**src/rtl/pss_pkg.sv**
```systemverilog
package pss_pkg;
  typedef enum logic [2:0] {
    ST_RESET  = 3'd0,
    ST_EXCEPT = 3'd1,
    ST_EXEC   = 3'd2,
    ST_BUSREL = 3'd3,
    ST_STOP   = 3'd4
  } procState_t;

  localparam int SRC_W = 2;
  localparam logic [SRC_W-1:0] SRC_RESET = 2'd0;
  localparam logic [SRC_W-1:0] SRC_TRACE = 2'd1;
  localparam logic [SRC_W-1:0] SRC_IRQ   = 2'd2;
  localparam logic [SRC_W-1:0] SRC_TRAP  = 2'd3;

  typedef struct packed {
    logic             latchSrc;
    logic [SRC_W-1:0] srcVal;
    logic             loadTarget;
    logic             setMask;
    logic             clrMask;
  } dpCtrl_t;
endpackage

```
**src/rtl/pss_ctrl.sv**
```systemverilog
module pss_ctrl
  import pss_pkg::*;
(
  input  logic             clk,
  input  logic             rstN,
  input  logic             wdtOvf,
  input  logic             excReq,
  input  logic [SRC_W-1:0] excSrc,
  input  logic             busReq,
  input  logic             sleepStb,
  input  logic             hwStandby,
  input  logic             vecRdy,
  output procState_t       state,
  output dpCtrl_t          dpCtrl
);
  procState_t nextState;
  logic       stopByStby, nextStopByStby;

  always_comb begin
    nextState      = state;
    nextStopByStby = stopByStby;
    dpCtrl         = '0;
    if (wdtOvf) begin
      nextState = ST_RESET;
    end else begin
      unique case (state)
        ST_RESET: begin
          nextState       = ST_EXCEPT;
          dpCtrl.latchSrc = 1'b1;
          dpCtrl.srcVal   = SRC_RESET;
        end
        ST_EXCEPT: begin
          if (vecRdy) begin
            nextState         = ST_EXEC;
            dpCtrl.loadTarget = 1'b1;
            dpCtrl.clrMask    = 1'b1;
          end
        end
        ST_EXEC: begin
          if (busReq) begin
            nextState = ST_BUSREL;
          end else if (excReq) begin
            nextState       = ST_EXCEPT;
            dpCtrl.latchSrc = 1'b1;
            dpCtrl.srcVal   = excSrc;
          end else if (sleepStb || hwStandby) begin
            nextState      = ST_STOP;
            nextStopByStby = hwStandby;
          end
        end
        ST_BUSREL: begin
          if (!busReq) nextState = ST_EXEC;
        end
        ST_STOP: begin
          if (stopByStby) begin
            if (!hwStandby) nextState = ST_RESET;
          end else if (excReq && excSrc == SRC_IRQ) begin
            nextState       = ST_EXCEPT;
            dpCtrl.latchSrc = 1'b1;
            dpCtrl.srcVal   = SRC_IRQ;
          end
        end
        default: nextState = ST_RESET;
      endcase
    end
    dpCtrl.setMask = (nextState == ST_RESET) || (nextState == ST_EXCEPT);
  end

  always_ff @(posedge clk or negedge rstN) begin
    if (!rstN) begin
      state      <= ST_RESET;
      stopByStby <= 1'b0;
    end else begin
      state      <= nextState;
      stopByStby <= nextStopByStby;
    end
  end

  a_r4_wdt_reset: assert property (@(posedge clk) disable iff (!rstN)
    wdtOvf |=> state == ST_RESET);
  a_r8_bus_return: assert property (@(posedge clk) disable iff (!rstN)
    (state == ST_BUSREL && !busReq && !wdtOvf) |=> state == ST_EXEC);
  a_r11_stby_hold: assert property (@(posedge clk) disable iff (!rstN)
    (state == ST_STOP && stopByStby && hwStandby && !wdtOvf) |=> state == ST_STOP);
endmodule

```
**src/rtl/pss_datapath.sv**
```systemverilog
module pss_datapath
  import pss_pkg::*;
#(
  parameter int              ADDR_W   = 32,
  parameter int              DATA_W   = 32,
  parameter logic [ADDR_W-1:0] VEC_BASE = 'h100
) (
  input  logic              clk,
  input  logic              rstN,
  input  dpCtrl_t           dpCtrl,
  input  logic [DATA_W-1:0] vecData,
  output logic [ADDR_W-1:0] vecAddr,
  output logic [DATA_W-1:0] branchTarget,
  output logic              intMask
);
  localparam int ENTRY_SH = 2;

  logic [SRC_W-1:0] srcReg;

  always_ff @(posedge clk or negedge rstN) begin
    if (!rstN) begin
      srcReg       <= SRC_RESET;
      branchTarget <= '0;
      intMask      <= 1'b1;
    end else begin
      if (dpCtrl.latchSrc)   srcReg       <= dpCtrl.srcVal;
      if (dpCtrl.loadTarget) branchTarget <= vecData;
      if (dpCtrl.setMask)    intMask      <= 1'b1;
      else if (dpCtrl.clrMask) intMask    <= 1'b0;
    end
  end

  assign vecAddr = VEC_BASE + (ADDR_W'(srcReg) << ENTRY_SH);

  a_r6_target_load: assert property (@(posedge clk) disable iff (!rstN)
    dpCtrl.loadTarget |=> branchTarget == $past(vecData));
  a_r6_target_keep: assert property (@(posedge clk) disable iff (!rstN)
    !dpCtrl.loadTarget |=> $stable(branchTarget));
endmodule

```
**src/rtl/proc_state_seq.sv**
```systemverilog
module proc_state_seq
  import pss_pkg::*;
#(
  parameter int              ADDR_W   = 32,
  parameter int              DATA_W   = 32,
  parameter logic [ADDR_W-1:0] VEC_BASE = 'h100
) (
  input  logic              clk,
  input  logic              rstN,
  input  logic              wdtOvf,
  input  logic              excReq,
  input  logic [1:0]        excSrc,
  input  logic              busReq,
  input  logic              sleepStb,
  input  logic              hwStandby,
  input  logic              vecRdy,
  input  logic [DATA_W-1:0] vecData,
  output logic              vecRd,
  output logic [ADDR_W-1:0] vecAddr,
  output logic [DATA_W-1:0] branchTarget,
  output logic [2:0]        procState,
  output logic              intMask,
  output logic              coreHalt,
  output logic              busGrant
);
  procState_t state;
  dpCtrl_t    dpCtrl;

  pss_ctrl u_ctrl (
    .clk(clk), .rstN(rstN), .wdtOvf(wdtOvf), .excReq(excReq), .excSrc(excSrc),
    .busReq(busReq), .sleepStb(sleepStb), .hwStandby(hwStandby),
    .vecRdy(vecRdy), .state(state), .dpCtrl(dpCtrl)
  );

  pss_datapath #(.ADDR_W(ADDR_W), .DATA_W(DATA_W), .VEC_BASE(VEC_BASE)) u_dp (
    .clk(clk), .rstN(rstN), .dpCtrl(dpCtrl), .vecData(vecData),
    .vecAddr(vecAddr), .branchTarget(branchTarget), .intMask(intMask)
  );

  assign procState = state;
  assign vecRd     = (state == ST_EXCEPT);
  assign coreHalt  = (state != ST_EXEC);
  assign busGrant  = (state == ST_BUSREL);

  a_r12_mask_in_reset: assert property (@(posedge clk) disable iff (!rstN)
    (state == ST_RESET) |-> intMask);
  a_r8_grant_halts: assert property (@(posedge clk) disable iff (!rstN)
    busGrant |-> coreHalt);
  a_r6_read_held: assert property (@(posedge clk) disable iff (!rstN)
    (vecRd && !vecRdy && !wdtOvf) |=> (vecRd && $stable(vecAddr)));
endmodule

```
**config.mk**
```make
export PLATFORM = sky130hd
export DESIGN_NAME = proc_state_seq
export DESIGN_NICKNAME = d
export VERILOG_FILES = /design/src/rtl/pss_pkg.sv /design/src/rtl/pss_ctrl.sv /design/src/rtl/pss_datapath.sv /design/src/rtl/proc_state_seq.sv
export SDC_FILE = /design/constraint.sdc
export NUM_CORES = 1
export LEC_CHECK = 0
export ABC_AREA = 0
export BUFFER_PORTS_ARGS = -buffer_cell sky130_fd_sc_hd__buf_2
export CORE_UTILIZATION = 40
export CTS_BUF_LIST = sky130_fd_sc_hd__clkbuf_8
export DETAILED_ROUTE_END_ITERATION = 8
export PLACE_DENSITY = 0.73
export SYNTH_ARGS = -nofsm -noshare
export SYNTH_HDL_FRONTEND = slang
export SYNTH_HIERARCHICAL = 1
export SYNTH_SLANG_ARGS = --single-unit
```
**constraint.sdc**
```tcl
create_clock -name clk -period 2.7 [get_ports clk]
set_input_delay 0.135 -clock clk [delete_from_list [all_inputs] [get_ports clk]]
set_output_delay 0.135 -clock clk [all_outputs]
set_load 0.01 [all_outputs]
```
Word-level counts from Yosys, hierarchy flattened
Cells that the tools add are included.
{ "totals": {"reg_bits": 39, "elab_cells": 44} }
{ "op_classes": {"addsub": 1, "n_eq_ne": 7, "mux": 21, "bitwise_logic": 3, "n_reduce_logical": 7} }
{ "op_table": {"columns": ["op", "n"], "rows": [
  ["3-bit two-way mux", 13],
  ["3-bit one-hot mux with 5 select lines", 1],
  ["9-bit by 4-bit adder with 10-bit output, first input constant", 1],
  ["3-bit one-hot mux with 3 select lines", 1],
  ["3-bit by 1-bit equality test with 1-bit output, second input constant", 2],
  ["3-bit by 2-bit equality test with 1-bit output, second input constant", 2],
  ["3-bit logical NOT", 2],
  ["1-bit two-way mux", 5],
  ["5-bit AND reduction", 1],
  ["4-bit two-way mux", 1],
  ["3-bit equality test, second input constant", 1],
  ["3-bit by 2-bit != test with 1-bit output, second input constant", 1],
  ["1-bit NOT", 3],
  ["2-bit equality test, second input constant", 1],
  ["1-bit logical OR", 2],
  ["2-bit nonzero test", 1],
  ["1-bit logical AND", 1]
]} }

Depth between registers and ports, before layout
Gate-level depths: netlist of run 1.
{ "depth": {"ltp_word": 9, "mapped_depth": 6, "depth_no_buf": 4} }

By module
The synthesis of run 1 kept the hierarchy.
{ "by_module_without_submodules": {"columns": ["module", "n_inst", "cells_per_inst", "area_each_um2", "seq_area_each_um2"], "rows": [
  ["pss_datapath", 1, 107, 1687.9, 877.1],
  ["pss_ctrl", 1, 35, 336.6, 100.1],
  ["proc_state_seq", 1, 3, 26.3, 0.0]
]} }

Worst setup path after synthesis of run 1
OpenSTA, ideal clock, no wires.
{ "synth_timing": {"path_type": "register to register", "start": "reg u_ctrl.state[2]", "end": "reg u_dp.branchTarget[0]", "setup_ns": 0.125, "arrival_ns": 1.622, "t_required_ns": 2.575, "setup_slack_ns": 0.953, "path_stages_with_launch": 7, "path_buffers": 4, "synth_period_minus_slack_ns": 1.747, "path_cell_list": "dfrtp_1 -> buf_2 -> nor4_1 -> buf_4 -> buf_6 -> buf_12 -> mux2_4"} }
{ "synth_rtl": {"columns": ["item", "line", "text"], "rows": [
  ["start: declaration", "pss_ctrl.sv:13", "output procState_t state,"],
  ["start signal: assignment", "pss_ctrl.sv:74", "state <= nextState;"],
  ["end signal: assignment", "pss_datapath.sv:27", "if (dpCtrl.loadTarget) branchTarget <= vecData;"],
  ["end: declaration", "pss_datapath.sv:13", "output logic [DATA_W-1:0] branchTarget,"]
]} }

Worst setup path after layout of run 1
{ "layout_timing": {"start": "reg u_ctrl.state[1]", "end": "reg u_dp.branchTarget[31]"} }
{ "layout_between": {"elab_chain_cells": 3} }
{ "layout_lines": {"columns": ["item", "line", "text"], "rows": [
  ["3-bit by 1-bit equality test with 1-bit output", "pss_ctrl.sv:26", "unique case (state)"],
  ["1-bit two-way mux", "pss_ctrl.sv:26", null],
  ["4-bit two-way mux", "pss_ctrl.sv:23", "if (wdtOvf) begin"]
]} }
No other way between the ends.
A chain may end at the register's enable or synchronous reset.

==> reports/metrics.cfg, run 1 <==
[clocking]
cts_buffers=5
cts_tree=yes
clockRootBuffer=clkbuf_8
cts_sinks=39
cts_resized=0
cts-htree-levels=2
clockBufferDepth=2
clk_pin_slew_worst_paths_ns=0.08
clk_latency_ns=0.28

[worst_setup_path]
cp-start-kind=flip-flop
cp_top_family=flip-flops
critPathBufInv=1
slowest_stage=dfrtp_1
cp-end-kind=flip-flop
cp_cell_sequence=nor4_2 > buf_4 > mux2_2
required_ns=2.88
critical_path_class=reg -> reg
max_stage_delay_ns=0.51
crit_fanout=25
arrival_ns=1.99

[global_route]
grt_max_degree=40
grt_pass1_vias=1106
grt_usage=0.127
grt_overflow=0
antenna_found_initial=0
grt_pass1_wl_mm=5.20

[finish]
final_layout_size_suffix_gt1_frac=0.578
final_nets=271
fin_area_um2=2480
syn_to_final_growth_pct=21.2
final_cell_mix=buf_2 (82), dfrtp_1 (38), mux2_4 (30), conb_1 (30), clkbuf_8 (5)
final_common_cell=buf_2
n_antenna_cell=0

[routing]
routedWlPerCell_um=11.8
avgViaCountPerCell=4.33
via_count=1286
wl_mm=3.50
ant_nets=0
drc_errors=0
drtPass1Iterations=3
drt-initial-drc-count=27

[flow_run]
maxCapViolCount=0

[placed_design]
gp_congestion=0.767
io_buffers=82
place_hpwl_mm=2.48
place_area_um2=2360

[sta]
min_period_over_period=0.670
grt_setup_unrepaired=no
tightest_slew_ns=0.845
finalSetupViolations=0
hold_violations=0
max_freq_ghz=0.553
period_minus_slack_ns=1.81
tns_ns=0
relSlewSlack=0.437
finalMaxSlewViolations=0
skew_ns=0.00420

[floorplanning]
ios=113
die_area_um2=5420
rows=25
die_h_um=73.6
core_area_um2=4820
fp.dieW_um=73.6
start_util=0.426

[logic_synthesis]
syn_avg_cell_area_um2=14.1
synthArstFlopShare=1.00
syn_area_um2=2050
yosysWarnings=6
ys_types=37
ys_ff_latch=39
ys_seq_area_frac=0.477
yosys.area.top_type_share=0.464
yosys-top-cells-area=dfrtp_1 (46%), mux2_4 (22%), buf_4 (11%)
netlist_instances=145
synth_edf_count=0
ys.flop_type=dfrtp_1
yosysTopAreaCell=dfrtp_1

[pwr]
powerDensity_nw_per_um2=956
ir_drop_uv=407
cellLeakagePower_nw=1.29

[min_path]
hold_path_class=in -> reg

[run_status]
status=finished, final reports clean

cell type report:
type	instances	area, µm²
Multi-Input combinational cell	97	872
Clock inverter	3	43.8
Inverter	1	3.75
Sequential cell	39	977
Tap cell	67	83.8
Clock buffer	5	68.8
Timing Repair Buffer	85	435
Fill cell	439	2330
timing repair:
| item | CTS | global route |
|---|---|---|
| endpoints found under the hold margin | 38 | 0 |
| setup buffers | 0 | 0 |
| hold buffers | 1 | 0 |
power breakdown:
group / leakage, nW / internal [W] / switching [W]
registers: 0.470 / 0.000838 / 0.000139
clock network: 0.0581 / 0.000275 / 0.000205
logic: 0.766 / 0.000538 / 0.000381
total: 1.29 / 0.00165 / 0.000724
layer usage:
layer	routed length, µm	global-route usage	part of all wire	vias to the layer above
li1	-	-	-	610
met1	1640	0.174	0.47	606
met2	1630	0.193	0.46	63
met3	198	0.0288	0.057	7
met4	35	0.0513	0.010	0
met5	0	0	0	-
synth_stat cells (all sizes together), types with 2 or more instances:
cell type and n:
dfrtp 38, buf 36, mux2 35, nor2 4, a21oi 2, a311oi 2
and3b 2, conb 2, nor2b 2, nor4 2, o21ai 2, or3b 2
path summary, 6_finish.rpt:
check | start | endpoint | slack (ns) | cells past startpoint
min in group asynchronous | rstN | u_dp/branchTarget[27] | 0.51 | 2
min reg2reg | u_dp/branchTarget[31] | u_dp/branchTarget[31] | 0.51 | 1
max in group asynchronous | rstN | u_dp/branchTarget[17] | 1.66 | 2
max reg2reg | u_ctrl/state[1] | u_dp/branchTarget[31] | 0.89 | 3
max | u_ctrl/state[1] | u_dp/branchTarget[31] | 0.89 | 3
min | vecData[24] | u_dp/branchTarget[24] | 0.08 | 2
logic make-up (layout without fill, tap and decap cells):
| group | Yosys count | after routing | share of synthesized area |
|---|---|---|---|
| and+or+nand+nor | 21 | 21 | 0.0781 |
| buffers and inverters | 37 | 94 | 0.153 |
| other | 2 | 30 | 0.00366 |
| muxes | 35 | 35 | 0.247 |
| DFF | 39 | 39 | 0.477 |
| AOI/OAI and AO/OA | 11 | 11 | 0.0421 |
registers in the layout, indices dropped and copies added, names as in the netlist:
signal,cells
u_ctrl/state,3
u_ctrl/stopByStby,1
u_dp/branchTarget,32
u_dp/intMask,1
u_dp/srcReg,2
metrics by stage:
stage	hold slack (ns)	power (W)	std cells	setup slack, ns	util
3_3_place_gp	0.297	0.00189	288	0.932	0.490
4_1_cts	0.0655	0.00240	297	0.882	0.516
6_report	0.0752	0.00238	297	0.891	0.516
3_5_place_dp	0.295	0.00190	288	0.891	0.490
5_1_grt	0.0675	0.00252	297	0.804	0.516
2_1_floorplan	-0.161	0.00160	173	0.953	-
Note: power is estimated with default switching activity, not from simulation.
==> run 2: changes to the inputs <==
Settings changed: PLACE_DENSITY 0.73 to 0.76.
Clock period 2.7 ns to 1.53 ns, I/O delays scaled along.
==> run 2 against run 1 <==
Effect of this change: largest power group is now combinational logic; final cell count is 6.4% higher; the run now ends with setup timing left; via count is 4.8% higher; routed wire length rose by 8.5%.
==> reports/metrics.cfg, run 2 (synthesis results as in run 1) <==
[placed_design]
placedCellCount=303  ; was 288
place_area_um2=2500  ; was 2360 µm²
place_hpwl_mm=2.78  ; was 2.48 mm
io_buffers=82  ; unchanged
gp_congestion=0.937  ; was 0.767

[finish]
final_common_cell=buf_2  ; unchanged
largest_reg_flops=32  ; unchanged
final_nets=290  ; was 271
final_cells=316  ; was 297
final_cell_mix=buf_2 (82), dfrtp_1 (37), mux2_4 (33), conb_1 (30), buf_4 (15)  ; was buf_2 (82), dfrtp_1 (38), mux2_4 (30), conb_1 (30), clkbuf_8 (5)
fillCellCount=442  ; was 439
regArea_um2=978  ; was 977 µm²
fin_area_um2=2670  ; was 2480 µm²
top_register=u_dp/branchTarget  ; unchanged
n_antenna_cell=0  ; unchanged
final_layout_size_suffix_gt1_frac=0.618  ; was 0.578
multi_input_area_um2=906  ; was 872 µm²
syn_to_final_growth_pct=30.0  ; was 21.2%
top_regs=u_dp/branchTarget (32), u_ctrl/state (3), u_dp/srcReg (2)  ; unchanged

[clocking]
clk_latency_ns=0.29  ; was 0.28 ns
cts-htree-levels=2  ; unchanged
clk_pin_slew_worst_paths_ns=0.07  ; was 0.08 ns
cts_tree=yes  ; unchanged
cts_buffers=5  ; unchanged
clockRootBuffer=clkbuf_8  ; unchanged
cts_sinks=39  ; unchanged
clockBufferDepth=2  ; unchanged

[worst_setup_path]
max_stage_delay_ns=0.44  ; was 0.51 ns
critical_path_class=reg -> reg  ; unchanged
crit_fanout=3  ; was 25
slowest_stage=or3b_4  ; was dfrtp_1
cp-end-kind=flip-flop  ; unchanged
required_ns=1.71  ; was 2.88 ns
cp_cell_sequence=or3b_4 > nor2_4 > o21a_1 > mux2_2  ; was nor4_2 > buf_4 > mux2_2
cp-start-kind=flip-flop  ; unchanged
arrival_ns=1.73  ; was 1.99 ns

[floorplanning]
die_area_um2=5420  ; unchanged
fp.dieW_um=73.6  ; unchanged
core_area_um2=4820  ; unchanged
ios=113  ; unchanged
rows=25  ; unchanged
die_h_um=73.6  ; unchanged
start_util=0.426  ; unchanged

[global_route]
antenna_found_initial=0  ; unchanged
grt_pass1_vias=1220  ; was 1106
grt_usage=0.141  ; was 0.127
grt_max_degree=40  ; unchanged
grt_pass1_wl_mm=5.61  ; was 5.20 mm
grt_overflow=0  ; unchanged

[sta]
hold_violations=0  ; unchanged
finalMaxSlewViolations=0  ; unchanged
min_period_over_period=1.01  ; was 0.670
timing.final.ws_setup_ns=-0.0180  ; was 0.891 ns
skew_ns=0.00354  ; was 0.00420 ns
period_minus_slack_ns=1.55  ; was 1.81 ns
finalSetupViolations=2  ; was 0
grt_setup_unrepaired=yes  ; was no
tns_ns=-0.0335  ; was 0 ns
whs_ns=0.0153  ; was 0.0752 ns
max_freq_ghz=0.646  ; was 0.553 GHz

[routing]
routedWlPerCell_um=12.0  ; was 11.8 µm
drc_errors=0  ; unchanged
via_count=1348  ; was 1286
drtPass1Iterations=4  ; was 3
drt-initial-drc-count=31  ; was 27
ant_nets=0  ; unchanged
wl_mm=3.80  ; was 3.50 mm
avgViaCountPerCell=4.27  ; was 4.33

[pwr]
cellLeakagePower_nw=1.39  ; was 1.29 nW
powerDensity_nw_per_um2=1550  ; was 956 nW/µm²
finalPower_w=0.00412  ; was 0.00238 W
ir_drop_uv=799  ; was 407 µV

[flow_run]
maxCapViolCount=0  ; unchanged

[run_status]
violations=setup timing
status=finished, violations left  ; was finished, final reports clean

[min_path]
hold_path_class=in -> reg  ; unchanged

## run 2: path summary, 6_finish.rpt
path                                        from               endpoint  slack (ns)  cells after the start
hold reg to reg            u_dp/branchTarget[28]  u_dp/branchTarget[28]        0.50                      1
min in group asynchronous                   rstN  u_dp/branchTarget[24]        0.37                      3
setup / recovery                 u_ctrl/state[2]         u_dp/srcReg[0]       -0.02                      4
setup reg to reg                 u_ctrl/state[2]         u_dp/srcReg[0]       -0.02                      4
hold / removal                       vecData[14]  u_dp/branchTarget[14]        0.02                      2
max in group asynchronous                   rstN        u_ctrl/state[1]        0.80                      3
## run 2: layout make-up
| type | instances | share of cell area |
|---|---|---|
| multi-input cells | 97 | 0.340 |
| clock buffers | 5 | 0.0258 |
| well taps | 67 | 0.0315 |
| clock inverters | 3 | 0.00610 |
| repair buffers | 104 | 0.228 |
| inverters | 1 | 0.00141 |
| flip-flops and latches | 39 | 0.367 |
## run 2: stage by stage
| stage | setup WS [ns] | utilization |
|---|---|---|
| floorplan | -0.138 | - |
| global placement | -0.0125 | 0.520 |
| detailed placement | -0.0510 | 0.520 |
| CTS | -0.0236 | 0.543 |
| global route | -0.0978 | 0.553 |
| finish | -0.0180 | 0.553 |
## run 2: worst max-delay path: cells and delay by family, from the launching register on
family	cells	cell delay, ns
AOI/OAI and AO/OA	1	0.15
DFF	1	0.42
muxes	1	0.33
and+or+nand+nor	2	0.53
## run 2: metal layers
layer	track usage	vias to the layer above	part of all wire
li1	-	649	-
met1	0.180	618	0.45
met2	0.213	72	0.46
met3	0.0480	9	0.076
met4	0.0662	0	0.019
met5	0	-	0
## run 2: timing repair
item | CTS | global route
hold endpoints to repair | 38 | 1
setup endpoints to repair | 32 | 33
buffers inserted | 0 | 3
resized for setup | 5 | 5
cloned | 0 | 0
pin swaps | 0 | 2
hold buffers | 1 | 1
## run 2: power breakdown
group | internal, W | switching, W
registers | 0.00148 | 0.000237
clock network | 0.000312 | 0.000350
logic | 0.00103 | 0.000708
total | 0.00283 | 0.00130
==> run 3: changes to the inputs <==
Settings changed: CTS_BUF_LIST sky130_fd_sc_hd__clkbuf_8 to not set.
==> run 3 against run 2 <==
Effect of this change: the run still ends with setup timing left; critical endpoint unchanged; core utilization unchanged; routed wire length about the same; worst setup slack about the same; via count increased by 0.30%; largest power group unchanged; sequential power about the same; clock skew about the same; final area unchanged; clock power increased by 0.9%; sequential share of layout area unchanged; global-route usage unchanged; critical path type unchanged.
==> reports/metrics.cfg, run 3 (synthesis results as in run 1) <==
[run_status]
status=finished, violations left  ; unchanged
violations=setup timing  ; unchanged

[finish]
syn_to_final_growth_pct=30.0  ; unchanged
n_antenna_cell=0  ; unchanged
top_register=u_dp/branchTarget  ; unchanged
final_nets=290  ; unchanged
top_regs=u_dp/branchTarget (32), u_ctrl/state (3), u_dp/srcReg (2)  ; unchanged
fillCellCount=442  ; unchanged
final_cells=316  ; unchanged
final_cell_mix=buf_2 (82), dfrtp_1 (37), mux2_4 (33), conb_1 (30), buf_4 (15)  ; unchanged
largest_reg_flops=32  ; unchanged
final_layout_size_suffix_gt1_frac=0.618  ; unchanged
final_common_cell=buf_2  ; unchanged

[worst_setup_path]
critPathLaunch=u_ctrl/state[2]  ; unchanged
required_ns=1.71  ; about the same
cp-end-kind=flip-flop  ; unchanged
critical_path_class=reg -> reg  ; unchanged
r2r_start=u_ctrl/state[2]  ; unchanged
slowest_stage=or3b_4  ; unchanged
max_stage_delay_ns=0.44  ; about the same
cp_cell_sequence=or3b_4 > nor2_4 > o21a_1 > mux2_2  ; unchanged
crit_fanout=3  ; unchanged
cp-start-kind=flip-flop  ; unchanged
arrival_ns=1.73  ; about the same

[floorplanning]
start_util=0.426  ; unchanged
rows=25  ; unchanged
core_area_um2=4820  ; unchanged
die_h_um=73.6  ; unchanged
die_area_um2=5420  ; unchanged
ios=113  ; unchanged
fp.dieW_um=73.6  ; unchanged

[routing]
drt-met1-wl_mm=1.71  ; about the same
via_count=1352  ; was 1348
ant_nets=0  ; unchanged
drc_errors=0  ; unchanged
top_layer=met4  ; unchanged
wl_met3_um=288  ; unchanged
wl_met2_mm=1.73  ; about the same
drt-initial-drc-count=31  ; unchanged
wl_mm=3.80  ; about the same
drtPass1Iterations=4  ; unchanged
routedWlPerCell_um=12.0  ; about the same
avgViaCountPerCell=4.28  ; was 4.27

[min_path]
hold_path_class=in -> reg  ; unchanged
min_from=vecData[14]  ; unchanged

[pwr]
ir_drop_uv=799  ; about the same
powerDensity_nw_per_um2=1550  ; about the same
cellLeakagePower_nw=1.39  ; about the same

[clocking]
cts_tree=yes  ; unchanged
cts_buffers=5  ; unchanged
clockRootBuffer=clkbuf_8  ; unchanged
clockBufferDepth=2  ; unchanged
cts-htree-levels=2  ; unchanged
cts_sinks=39  ; unchanged
clk_latency_ns=0.29  ; about the same
clk_pin_slew_worst_paths_ns=0.07  ; about the same

[global_route]
grt_max_degree=40  ; unchanged
antenna_found_initial=0  ; unchanged
grt_overflow=0  ; unchanged
grt_pass1_vias=1220  ; unchanged
grt_pass1_wl_mm=5.61  ; unchanged
grt_usage=0.141  ; unchanged

[placed_design]
io_buffers=82  ; unchanged
gp_congestion=0.937  ; unchanged
placedCellCount=303  ; unchanged
place_hpwl_mm=2.78  ; unchanged

[sta]
skew_ns=0.00385  ; was 0.00354 ns
tns_ns=-0.0334  ; was -0.0335 ns
timing.final.ws_setup_ns=-0.0180  ; about the same
finalMaxSlewViolations=0  ; unchanged
finalSetupViolations=2  ; unchanged
max_freq_ghz=0.646  ; about the same
hold_violations=0  ; unchanged
grt_setup_unrepaired=yes  ; unchanged
period_minus_slack_ns=1.55  ; about the same
whs_ns=0.0153  ; about the same
min_period_over_period=1.01  ; about the same

[flow_run]
maxCapViolCount=0  ; unchanged

==> run 3: critical path, delay by kind of cell (launching register included) <==
| kind | cells | cell delay, ns |
|---|---|---|
| and+or+nand+nor | 2 | 0.53 |
| AOI/OAI and AO/OA | 1 | 0.15 |
| muxes | 1 | 0.33 |
| DFF | 1 | 0.42 |
==> run 3: report_power, final <==
group          switching, W  leakage [nW]  total, W  internal, W
Combinational      0.000708         0.879   0.00174      0.00103
Sequential         0.000237         0.469   0.00172      0.00148
Clock              0.000350        0.0412  0.000668     0.000318
Total               0.00129          1.39   0.00413      0.00283
==> run 3: area by class of cell <==
type | instances | area, µm² | share of cell area
sequential | 39 | 978 | 0.367
multi-input combinational | 97 | 906 | 0.340
timing repair buffer | 104 | 608 | 0.228
tap | 67 | 83.8 | 0.0315
clock buffer | 6 | 72.6 | 0.0272
clock inverter | 2 | 12.5 | 0.00469
inverter | 1 | 3.75 | 0.00141
==> run 3: final timing paths <==
check                      cells past startpoint  slack [ns]                    end
setup / recovery                               4       -0.02         u_dp/srcReg[0]
hold / removal                                 2        0.02  u_dp/branchTarget[14]
setup reg to reg                               4       -0.02         u_dp/srcReg[0]
hold reg to reg                                1        0.50  u_dp/branchTarget[28]
max in group asynchronous                      3        0.80        u_ctrl/state[1]
min in group asynchronous                      3        0.37  u_dp/branchTarget[24]
==> run 3: metrics by stage <==
| stage | worst slack (ns) | instance area [µm²] | util | power (W) |
|---|---|---|---|---|
| 2_1_floorplan | -0.138 | 2180 | - | 0.00283 |
| 3_3_place_gp | -0.0125 | 2500 | 0.520 | 0.00340 |
| 3_5_place_dp | -0.0510 | 2500 | 0.520 | 0.00344 |
| 4_1_cts | -0.0236 | 2620 | 0.543 | 0.00416 |
| 5_1_grt | -0.0978 | 2670 | 0.553 | 0.00440 |
| 6_report | -0.0180 | 2670 | 0.553 | 0.00413 |
==> run 3: what timing repair did <==
action,CTS,global route
setup buffers,0,3
hold buffers,1,1
resized for setup,5,5
pin swaps,0,2
setup endpoints to repair,32,33
endpoints found under the hold margin,38,1
==> run 3: metal layers <==
layer | track usage | up-vias
met2 | 0.213 | 72
met1 | 0.180 | 622
li1 | - | 649
met5 | 0 | -
met4 | 0.0662 | 0
met3 | 0.0480 | 9
